$ cat src/rtl/wdog_pkg.sv
package wdog_pkg;

    // Bus offsets (bytes from block base); software decodes these
    localparam int ADDR_W = 5;
    localparam logic [ADDR_W-1:0] OFS_RELOAD = 5'h00;
    localparam logic [ADDR_W-1:0] OFS_STS1   = 5'h04;
    localparam logic [ADDR_W-1:0] OFS_STS2   = 5'h06;
    localparam logic [ADDR_W-1:0] OFS_CTRL   = 5'h08;
    localparam logic [ADDR_W-1:0] OFS_INIT   = 5'h12;

    // Bit positions inside the status and control registers
    localparam int BIT_TO       = 3;   // status 1: first timeout
    localparam int BIT_SEC      = 1;   // status 2: second timeout
    localparam int BIT_BOOT     = 2;   // status 2: watchdog-caused boot
    localparam int BIT_HALT     = 11;  // control: counter halted
    localparam int BIT_NOREBOOT = 0;   // control: mask reset request

    typedef enum logic [1:0] {
        WD_HALTED = 2'd0,
        WD_STAGE1 = 2'd1,
        WD_STAGE2 = 2'd2,
        WD_BITE   = 2'd3
    } wd_state_e;

endpackage

$ cat src/rtl/wdog_regs.sv
module wdog_regs
    import wdog_pkg::*;
#(
    parameter int DATA_W   = 16,
    parameter int CNT_W    = 10,
    parameter int INIT_MIN = 4,
    parameter int INIT_RST = 4
) (
    input  logic              clk,
    input  logic              rst_n,
    input  logic              boot_cause_i,
    input  logic [ADDR_W-1:0] bus_addr_i,
    input  logic              bus_we_i,
    input  logic [DATA_W-1:0] bus_wdata_i,
    output logic [DATA_W-1:0] bus_rdata_o,
    input  logic [CNT_W-1:0]  cnt_i,
    input  logic              ev_first_i,
    input  logic              ev_second_i,
    output logic              halt_o,
    output logic              no_reboot_o,
    output logic              to_sts_o,
    output logic              sec_sts_o,
    output logic [CNT_W-1:0]  init_o,
    output logic              reload_wr_o
);

    localparam logic [CNT_W-1:0] MIN_V = CNT_W'(INIT_MIN);
    localparam logic [CNT_W-1:0] RST_V = CNT_W'(INIT_RST);

    logic wr_sts1, wr_sts2, wr_ctrl, wr_init;
    logic init_ok;
    logic halt_q, nr_q, to_q, sec_q, boot_q;
    logic [CNT_W-1:0] init_q;
    logic unused_wdata;

    assign unused_wdata = ^bus_wdata_i;

    always_comb begin
        reload_wr_o = bus_we_i && (bus_addr_i == OFS_RELOAD);
        wr_sts1     = bus_we_i && (bus_addr_i == OFS_STS1);
        wr_sts2     = bus_we_i && (bus_addr_i == OFS_STS2);
        wr_ctrl     = bus_we_i && (bus_addr_i == OFS_CTRL);
        wr_init     = bus_we_i && (bus_addr_i == OFS_INIT);
        init_ok     = (bus_wdata_i[CNT_W-1:0] >= MIN_V);
    end

    always_ff @(posedge clk) begin
        if (!rst_n) begin
            halt_q <= 1'b1;
            nr_q   <= 1'b1;
            init_q <= RST_V;
            to_q   <= 1'b0;
            sec_q  <= 1'b0;
            boot_q <= boot_cause_i;
        end else begin
            if (wr_ctrl) begin
                halt_q <= bus_wdata_i[BIT_HALT];
                nr_q   <= bus_wdata_i[BIT_NOREBOOT];
            end
            if (wr_init && init_ok) begin
                init_q <= bus_wdata_i[CNT_W-1:0];
            end
            if (ev_first_i) begin
                to_q <= 1'b1;
            end else if (wr_sts1 && bus_wdata_i[BIT_TO]) begin
                to_q <= 1'b0;
            end
            if (ev_second_i) begin
                sec_q <= 1'b1;
            end else if (wr_sts2 && bus_wdata_i[BIT_SEC]) begin
                sec_q <= 1'b0;
            end
            if (wr_sts2 && bus_wdata_i[BIT_BOOT]) begin
                boot_q <= 1'b0;
            end
        end
    end

    always_comb begin
        bus_rdata_o = '0;
        case (bus_addr_i)
            OFS_RELOAD: bus_rdata_o[CNT_W-1:0] = cnt_i;
            OFS_STS1:   bus_rdata_o[BIT_TO]    = to_q;
            OFS_STS2: begin
                bus_rdata_o[BIT_SEC]  = sec_q;
                bus_rdata_o[BIT_BOOT] = boot_q;
            end
            OFS_CTRL: begin
                bus_rdata_o[BIT_HALT]     = halt_q;
                bus_rdata_o[BIT_NOREBOOT] = nr_q;
            end
            OFS_INIT:   bus_rdata_o[CNT_W-1:0] = init_q;
            default:    bus_rdata_o = '0;
        endcase
    end

    assign halt_o      = halt_q;
    assign no_reboot_o = nr_q;
    assign to_sts_o    = to_q;
    assign sec_sts_o   = sec_q;
    assign init_o      = init_q;

    AST_INIT_FLOOR: assert property (@(posedge clk) disable iff (!rst_n)
        init_q >= MIN_V);
    AST_INIT_REJECT: assert property (@(posedge clk) disable iff (!rst_n)
        (wr_init && !init_ok) |=> $stable(init_q));
    AST_TO_W1C: assert property (@(posedge clk) disable iff (!rst_n)
        (wr_sts1 && bus_wdata_i[BIT_TO] && !ev_first_i) |=> !to_q);

endmodule

$ cat src/rtl/wdog_count.sv
module wdog_count #(
    parameter int CNT_W   = 10,
    parameter int CNT_RST = 4
) (
    input  logic             clk,
    input  logic             rst_n,
    input  logic             load_i,
    input  logic [CNT_W-1:0] load_val_i,
    input  logic             dec_i,
    output logic [CNT_W-1:0] cnt_o,
    output logic             zero_o
);

    localparam logic [CNT_W-1:0] RST_V = CNT_W'(CNT_RST);
    localparam logic [CNT_W-1:0] ONE_V = CNT_W'(1);

    logic [CNT_W-1:0] cnt_q;

    always_ff @(posedge clk) begin
        if (!rst_n) begin
            cnt_q <= RST_V;
        end else if (load_i) begin
            cnt_q <= load_val_i;
        end else if (dec_i && (cnt_q != '0)) begin
            cnt_q <= cnt_q - ONE_V;
        end
    end

    assign cnt_o  = cnt_q;
    assign zero_o = (cnt_q == '0);

endmodule

$ cat src/rtl/wdog_stage_fsm.sv
module wdog_stage_fsm
    import wdog_pkg::*;
(
    input  logic clk,
    input  logic rst_n,
    input  logic tick_i,
    input  logic reload_wr_i,
    input  logic halt_i,
    input  logic no_reboot_i,
    input  logic to_sts_i,
    input  logic zero_i,
    output logic run_o,
    output logic expire_o,
    output logic ev_first_o,
    output logic ev_second_o,
    output logic reset_req_o
);

    wd_state_e st_q, st_d;
    logic      req_q;

    always_comb begin
        run_o       = (st_q != WD_HALTED);
        expire_o    = ((st_q == WD_STAGE1) || (st_q == WD_STAGE2))
                      && tick_i && zero_i && !reload_wr_i;
        ev_first_o  = expire_o && (st_q == WD_STAGE1);
        ev_second_o = expire_o && (st_q == WD_STAGE2);
    end

    always_comb begin
        st_d = st_q;
        unique case (st_q)
            WD_HALTED: begin
                if (!halt_i) st_d = to_sts_i ? WD_STAGE2 : WD_STAGE1;
            end
            WD_STAGE1: begin
                if (halt_i)          st_d = WD_HALTED;
                else if (ev_first_o) st_d = WD_STAGE2;
            end
            WD_STAGE2: begin
                if (halt_i)           st_d = WD_HALTED;
                else if (ev_second_o) st_d = WD_BITE;
                else if (!to_sts_i)   st_d = WD_STAGE1;
            end
            WD_BITE: begin
                st_d = halt_i ? WD_HALTED : WD_STAGE2;
            end
            default: st_d = WD_HALTED;
        endcase
    end

    always_ff @(posedge clk) begin
        if (!rst_n) st_q <= WD_HALTED;
        else        st_q <= st_d;
    end

    always_ff @(posedge clk) begin
        if (!rst_n) req_q <= 1'b0;
        else        req_q <= ev_second_o && !no_reboot_i;
    end

    assign reset_req_o = req_q;

    AST_STAGE1_NO_REQ: assert property (@(posedge clk) disable iff (!rst_n)
        (st_q == WD_STAGE1) |=> !req_q);

endmodule

$ cat src/rtl/wdog_two_stage.sv
module wdog_two_stage
    import wdog_pkg::*;
#(
    parameter int DATA_W   = 16,
    parameter int CNT_W    = 10,
    parameter int INIT_MIN = 4,
    parameter int INIT_RST = 4
) (
    input  logic              clk,
    input  logic              rst_n,
    input  logic              boot_cause_i,
    input  logic              tick_en_i,
    input  logic [ADDR_W-1:0] bus_addr_i,
    input  logic              bus_we_i,
    input  logic [DATA_W-1:0] bus_wdata_i,
    output logic [DATA_W-1:0] bus_rdata_o,
    output logic              reset_req_o
);

    logic             halt, no_reboot, to_sts, sec_sts, reload_wr;
    logic [CNT_W-1:0] init_val, cnt;
    logic             zero, run, expire, ev_first, ev_second;
    logic             cnt_load, cnt_dec;

    wdog_regs #(
        .DATA_W  (DATA_W),
        .CNT_W   (CNT_W),
        .INIT_MIN(INIT_MIN),
        .INIT_RST(INIT_RST)
    ) u_regs (
        .clk         (clk),
        .rst_n       (rst_n),
        .boot_cause_i(boot_cause_i),
        .bus_addr_i  (bus_addr_i),
        .bus_we_i    (bus_we_i),
        .bus_wdata_i (bus_wdata_i),
        .bus_rdata_o (bus_rdata_o),
        .cnt_i       (cnt),
        .ev_first_i  (ev_first),
        .ev_second_i (ev_second),
        .halt_o      (halt),
        .no_reboot_o (no_reboot),
        .to_sts_o    (to_sts),
        .sec_sts_o   (sec_sts),
        .init_o      (init_val),
        .reload_wr_o (reload_wr)
    );

    assign cnt_load = reload_wr || expire;
    assign cnt_dec  = run && tick_en_i && !reload_wr;

    wdog_count #(
        .CNT_W  (CNT_W),
        .CNT_RST(INIT_RST)
    ) u_count (
        .clk       (clk),
        .rst_n     (rst_n),
        .load_i    (cnt_load),
        .load_val_i(init_val),
        .dec_i     (cnt_dec),
        .cnt_o     (cnt),
        .zero_o    (zero)
    );

    wdog_stage_fsm u_fsm (
        .clk         (clk),
        .rst_n       (rst_n),
        .tick_i      (tick_en_i),
        .reload_wr_i (reload_wr),
        .halt_i      (halt),
        .no_reboot_i (no_reboot),
        .to_sts_i    (to_sts),
        .zero_i      (zero),
        .run_o       (run),
        .expire_o    (expire),
        .ev_first_o  (ev_first),
        .ev_second_o (ev_second),
        .reset_req_o (reset_req_o)
    );

    AST_REQ_ONE_CYCLE: assert property (@(posedge clk) disable iff (!rst_n)
        reset_req_o |=> !reset_req_o);
    AST_REQ_FLAGGED: assert property (@(posedge clk) disable iff (!rst_n)
        reset_req_o |-> sec_sts);
    AST_REQ_MASKED: assert property (@(posedge clk) disable iff (!rst_n)
        reset_req_o |-> !$past(no_reboot));
    AST_HALT_FREEZE: assert property (@(posedge clk) disable iff (!rst_n)
        (!run && !reload_wr) |=> $stable(cnt));
    AST_RELOAD_LOAD: assert property (@(posedge clk) disable iff (!rst_n)
        reload_wr |=> (cnt == $past(init_val)));
    AST_EXPIRE_RELOAD: assert property (@(posedge clk) disable iff (!rst_n)
        expire |=> (cnt == $past(init_val)));

endmodule

$ cat config.mk
export PLATFORM = sky130hd
export DESIGN_NAME = wdog_two_stage
export DESIGN_NICKNAME = d
export VERILOG_FILES = /design/src/rtl/wdog_pkg.sv /design/src/rtl/wdog_regs.sv /design/src/rtl/wdog_count.sv /design/src/rtl/wdog_stage_fsm.sv /design/src/rtl/wdog_two_stage.sv
export SDC_FILE = /design/constraint.sdc
export NUM_CORES = 1
export LEC_CHECK = 0
export BUFFER_PORTS_ARGS = -buffer_cell sky130_fd_sc_hd__buf_4
export CELL_PAD_IN_SITES_DETAIL_PLACEMENT = 1
export CELL_PAD_IN_SITES_GLOBAL_PLACEMENT = 1
export CORE_MARGIN = 2
export CORE_UTILIZATION = 38
export DETAILED_ROUTE_END_ITERATION = 16
export PLACE_DENSITY = 0.83
export SETUP_SLACK_MARGIN = 0.1
export SLEW_MARGIN = 20
export SYNTH_ARGS = -nofsm -noshare
export SYNTH_HDL_FRONTEND = slang
export SYNTH_SLANG_ARGS = --single-unit
$ cat constraint.sdc
create_clock -name clk -period 2.8 [get_ports clk]
set_input_delay 0.28 -clock clk [delete_from_list [all_inputs] [get_ports clk]]
set_output_delay 0.28 -clock clk [all_outputs]
set_load 0.02 [all_outputs]
-- Word-level counts from Yosys, hierarchy flattened
Cells that the tools add are included.
- register bits: 28
- input bits: 26
- output and inout port bits: 17
- word-level logic and storage cells: 75
- add/sub/neg operators: 1
- $lt $le $gt $ge: 1
- eq/ne operators: 11
- muxes and demuxes: 22
- reduce and logical (&&, ||, !) cells: 31
- operators with widths (kind ; number):
    $mux W10 ; 2
    $logic_and A1 B1 Y1 ; 18
    $mux W2 ; 8
    $pmux W6 S2 ; 1
    $eq A5 B3 Y1 const B ; 2
    $ge A10 B3 Y1 const B ; 1
    $logic_not A10 Y1 ; 1
    $reduce_bool A10 Y1 ; 1
    $sub A10 B1 Y10 const B ; 1
    $pmux W2 S4 ; 1
    $reduce_bool A2 Y1 ; 4
    $mux W1 ; 7
    $pmux W1 S3 ; 2
    $pmux W2 S3 ; 1
    $eq A5 B4 Y1 const B ; 1
    $eq A5 B5 Y1 const B ; 1
    $logic_not A5 Y1 ; 1
    $eq A2 B2 Y1 const B ; 2
    $ne A4 B3 Y1 const B ; 1
    $ne A3 B3 Y1 const B ; 1
    $reduce_and A3 Y1 ; 1
    $eq A2 B1 Y1 const B ; 1
    $logic_not A1 Y1 ; 2
    $logic_not A2 Y1 ; 1
    other kinds (3) ; 4

-- Depth between registers and ports, before layout
- depth after elaboration: 9
- depth in mapped cells: 8
- gate-level depth less buffers: 7

-- By module
A second synthesis with hierarchy kept.
- cells, all modules: 210
- area, all modules: 1760.4 µm²
- modules (own cells, without submodules) (module ; times used ; cells each ; area each (µm²) ; seq. area each (µm²)):
    wdog_regs ; 1 ; 106 ; 897.1 ; 310.3
    wdog_count ; 1 ; 75 ; 608.1 ; 200.2
    wdog_stage_fsm ; 1 ; 27 ; 240.2 ; 60.1
    wdog_two_stage ; 1 ; 2 ; 15.0 ; 0.0

-- Least setup slack after synthesis
OpenSTA, ideal clock, no wires.
- kind: flip-flop to flip-flop
- from: register u_count.cnt_q[0], in the netlist u_count.cnt_o[0]
- to: register u_fsm.st_q[0]
- library setup time: 124 ps
- data arrival time: 1890 ps
- required time: 2676 ps
- setup slack: 786 ps
- cell stages (with the launch flop): 8
- buffers on the path: 0
- clock period less this slack: 2014 ps
- cell sequence: dfxtp_1 inv_1 ha_1 or4b_4 nor4_4 nand2_1 a311oi_1 nor4_2
- word-level cells in the longest chain between the ends: 7
- elaborated cells between the ends (all ways): 11
- classes of those cells: eq/ne: 2; mux: 3; reduce/logical: 6
- ends and longest elaborated chain (item ; RTL line ; source):
    start, declared ; wdog_count.sv:17 ; logic [CNT_W-1:0] cnt_q;
    start signal, assigned ; wdog_count.sv:23 ; cnt_q <= load_val_i;
    start signal, assigned ; wdog_count.sv:25 ; cnt_q <= cnt_q - ONE_V;
    $logic_not A10 Y1 (*) ; wdog_count.sv:30 ; assign zero_o = (cnt_q == '0);
    $logic_and A1 B1 Y1 (*) (2 in series) ; wdog_stage_fsm.sv:25 ; && tick_i && zero_i && !reload_wr_i;
    $logic_and A1 B1 Y1 ; wdog_stage_fsm.sv:27 ; ev_second_o = expire_o && (st_q == WD_STAGE2);
    $mux W2 ; wdog_stage_fsm.sv:42 ; else if (ev_second_o) st_d = WD_BITE;
    $mux W2 ; wdog_stage_fsm.sv:41 ; if (halt_i) st_d = WD_HALTED;
    $pmux W2 S4 ; wdog_stage_fsm.sv:32 ; unique case (st_q)
    end signal, assigned ; wdog_stage_fsm.sv:54 ; else st_q <= st_d;
    end, declared ; wdog_stage_fsm.sv:19 ; wd_state_e st_q, st_d;
Mark *: on every way between the ends. The rest lies on a longest branch, timed or not.
A chain may end at the register's enable or synchronous reset.

-- Final worst setup path
- from: register u_count.cnt_q[0], in the netlist u_count.cnt_o[0]
- to: register u_count.cnt_q[3], in the netlist u_count.cnt_o[3]
- word-level cells in the longest chain between the ends: 5
- elaborated cells between the ends (all ways): 10
- classes of those cells: add/sub: 1; mux: 2; reduce/logical: 7
- ends and longest elaborated chain (item):
    branches (longest 5 deep; another with $sub A10 B1 Y10)
Several ways; the timed one is not identified. The select of a mux whose other input is x is not followed.

==> flow_summary.json <==
{
  "max_slew_margin_pct": 59.6,
  "drc": 0,
  "fmax_mhz": 424,
  "synth.distinct_cells": 51,
  "cts_setup_buffers": 0,
  "rrSetupSlack_ns": 0.44,
  "ctsResizeCount": 0,
  "syn_area_per_cell_sq_um": 8.23,
  "seq_area_frac_synth_pct": 33.2,
  "final.setup.worst_slack_ns": 0.443,
  "ys_seq_elements": 28,
  "finalCriticalPeriod_ns": 2.36,
  "rows": 24,
  "cpPeakStageDelay_ns": 0.52,
  "synth_edf_count": 1,
  "clock_path_buffers": 2,
  "pre_cts_slack_ns": 0.490,
  "dr.first_iter.drc_count": 64,
  "finalCritPeriodShare_pct": 84.2,
  "die_w_microns": 71.3,
  "top_level_ports": 43,
  "area_growth_pct": 18.8,
  "worstMarginPinSlew_ns": 0.602,
  "hold_buffers": 0,
  "num_vias": 1624,
  "drtPass1Iterations": 4,
  "die_y_microns": 71.3,
  "worstHoldPathType": "input port to flop",
  "crit_required_ns": 2.95,
  "avgRoutedWirePerCell_microns": 16.6,
  "worst_path_max_delay_cell": "nor4_4",
  "drv_cap": 0,
  "crit_path_end_kind": "flop",
  "grt_pass1_vias": 1580,
  "drive_gt1_share_pct": 19.9,
  "syn_area_sq_mm": 0.00172,
  "initial_core_util_pct": 39.5,
  "grt_pass1_wl_microns": 7820,
  "place_congestion": 0.819,
  "finish.utilization_pct": 46.9,
  "status": "complete, no violations",
  "cts_tree": "built",
  "core_region_area_sq_mm": 0.00435,
  "clk_latency_ns": 0.28,
  "place.detailed.hpwl_microns": 3590,
  "wl_microns": 4790,
  "fin_skew_ns": 0.00274,
  "detail-route-antenna-nets": 0,
  "power_density_mw_per_mm2": 632,
  "clock_sinks": 28,
  "synthCells": 209,
  "async_reset_ff_share_pct": 0,
  "maxSlewViolCount": 0,
  "antennaDiodeCount": 0,
  "fillers": 547,
  "fin_area_sq_mm": 0.00204,
  "path_clk_slew_ns": 0.10,
  "viasPerCell": 5.64,
  "fin_nets": 269,
  "antenna_found_initial": 0,
  "seq_area_sq_um": 571,
  "critPathArrivalTime_ns": 2.51,
  "numCtsBuffers": 3,
  "finalHoldViolations": 0,
  "die-area_sq_mm": 0.00508,
  "start_kind": "flop",
  "multi_input_area_sq_mm": 0.00105,
  "placed_area_sq_mm": 0.00197,
  "io_buffers": 32,
  "synth_flop_cell": "dfxtp_1",
  "overflow": 0,
  "grt_max_degree": 20,
  "crit_type": "flop to flop",
  "irDropWorstVdd_mv": 0.315,
  "rsz0062_at_grt": "false",
  "finalSetupTns_ns": 0,
  "finalSetupViolations": 0,
  "clockRootBuffer": "clkbuf_8",
  "critPathMaxFanout": 13,
  "grt_util_all_layers_pct": 19.5,
  "ys_warn_count": 0,
  "h-tree-depth": 1,
  "leakage_nw": 0.825,
  "crit_chain": "inv_1 -> ha_1 -> or4b_4 -> nor4_4 -> nor2_2 -> o21ai_0 -> a21oi_1"
}
==> cells in the mapped netlist (all sizes together), types with 2 or more instances <==
| master | n | area share, % |
|---|---|---|
| nand2 | 28 | 6.1 |
| dfxtp | 27 | 31 |
| nor2 | 19 | 4.3 |
| o21ai | 10 | 2.9 |
| mux2i | 9 | 5.2 |
| nand3 | 9 | 2.6 |
| buf | 8 | 3.3 |
| nor4 | 8 | 4.5 |
| a21oi | 7 | 2.0 |
| clkbuf | 7 | 1.5 |
| inv | 7 | 1.5 |
| a22o | 6 | 3.1 |
| ha | 6 | 4.4 |
| a31oi | 5 | 1.8 |
| nor3 | 5 | 1.5 |
| a22oi | 4 | 1.7 |
| and3 | 4 | 1.5 |
| xnor2 | 4 | 2.0 |
| nor2b | 3 | 1.1 |
| xor2 | 3 | 1.5 |
| a211oi | 2 | 1.5 |
| a32oi | 2 | 1.0 |
| and2 | 2 | 0.87 |
| nand2b | 2 | 0.73 |
| o31ai | 2 | 1.7 |
| or3 | 2 | 0.73 |
| or4 | 2 | 0.87 |
==> area by class of cell <==
class	instances	share of cell area [%]
clock buffers	3	2.02
clock inverters	1	1.47
multi-input cells	162	51.4
inverters	8	1.47
well taps	52	3.18
flip-flops and latches	28	27.9
repair buffers	34	12.5
==> layout by cell type (no fill, tap or decap), types with 7 or more instances in the layout <==
master,instances
nand3_1,9
mux2i_1,9
nand2_1,28
inv_1,7
dfxtp_1,27
buf_4,34
a21oi_1,7
nor2_1,18
o21ai_0,10
==> stage by stage <==
step	power (mW)	hold slack, ns	std cells
after detailed placement	0.961	0.450	284
final	1.29	0.233	288
after floorplan	0.851	0.421	213
after CTS	1.30	0.228	288
after global routing	1.37	0.240	288
after global placement	0.943	0.450	284
==> power breakdown <==
part           switching [mW]  total, mW  internal [mW]
logic                   0.279      0.470          0.192
clock network           0.142      0.333          0.192
registers              0.0472      0.488          0.441
total                   0.467       1.29          0.825
==> registers in the layout (all words and copies together), names as in the netlist <==
| register | count |
|---|---|
| u_fsm.st_q | 2 |
| u_regs.to_sts_o | 1 |
| u_regs.boot_q | 1 |
| u_count.cnt_o | 10 |
| u_regs.init_o | 10 |
| u_regs.sec_sts_o | 1 |
| u_fsm.reset_req_o | 1 |
| u_regs.no_reboot_o | 1 |
| u_regs.halt_o | 1 |
==> routing by layer <==
metal | up-vias | part of all wire (%) | global-route usage, %
met1 | 793 | 48 | 26.1
met5 | - | 0 | 0
met3 | 2 | 3.2 | 3.09
met4 | 0 | 0.71 | 5.03
met2 | 30 | 49 | 32.9
li1 | 799 | - | -
==> path summary, 6_finish.rpt <==
path / endpoint / start / depth (start not counted)
setup / recovery: u_count.cnt_o[3] / u_count.cnt_o[0] / 7
hold / removal: u_regs.no_reboot_o / bus_wdata_i[0] / 3
setup reg to reg: u_count.cnt_o[3] / u_count.cnt_o[0] / 7
hold reg to reg: u_fsm.reset_req_o / u_regs.no_reboot_o / 1
==> worst max-delay path, delay by kind of cell, from the launching register on <==
kind            cells  cell delay [ns]
simple gates        3             1.26
compound gates      2             0.34
buf+inv             1             0.12
flops               1             0.35
fa+ha+maj           1             0.16
==> kinds of logic after synthesis <==
| family | after synthesis | synth area share (%) |
|---|---|---|
| AO/OA/AOI/OAI | 47 | 19.9 |
| XOR/XNOR | 7 | 3.56 |
| adder cells (fa/ha/maj) | 6 | 4.36 |
| buffers and inverters | 23 | 6.62 |
| flip-flops | 28 | 33.2 |
| multiplexers | 9 | 5.24 |
| other | 1 | 0.218 |
| AND/OR/NAND/NOR | 88 | 26.9 |
No activity file was read; power rests on OpenSTA's default activity.
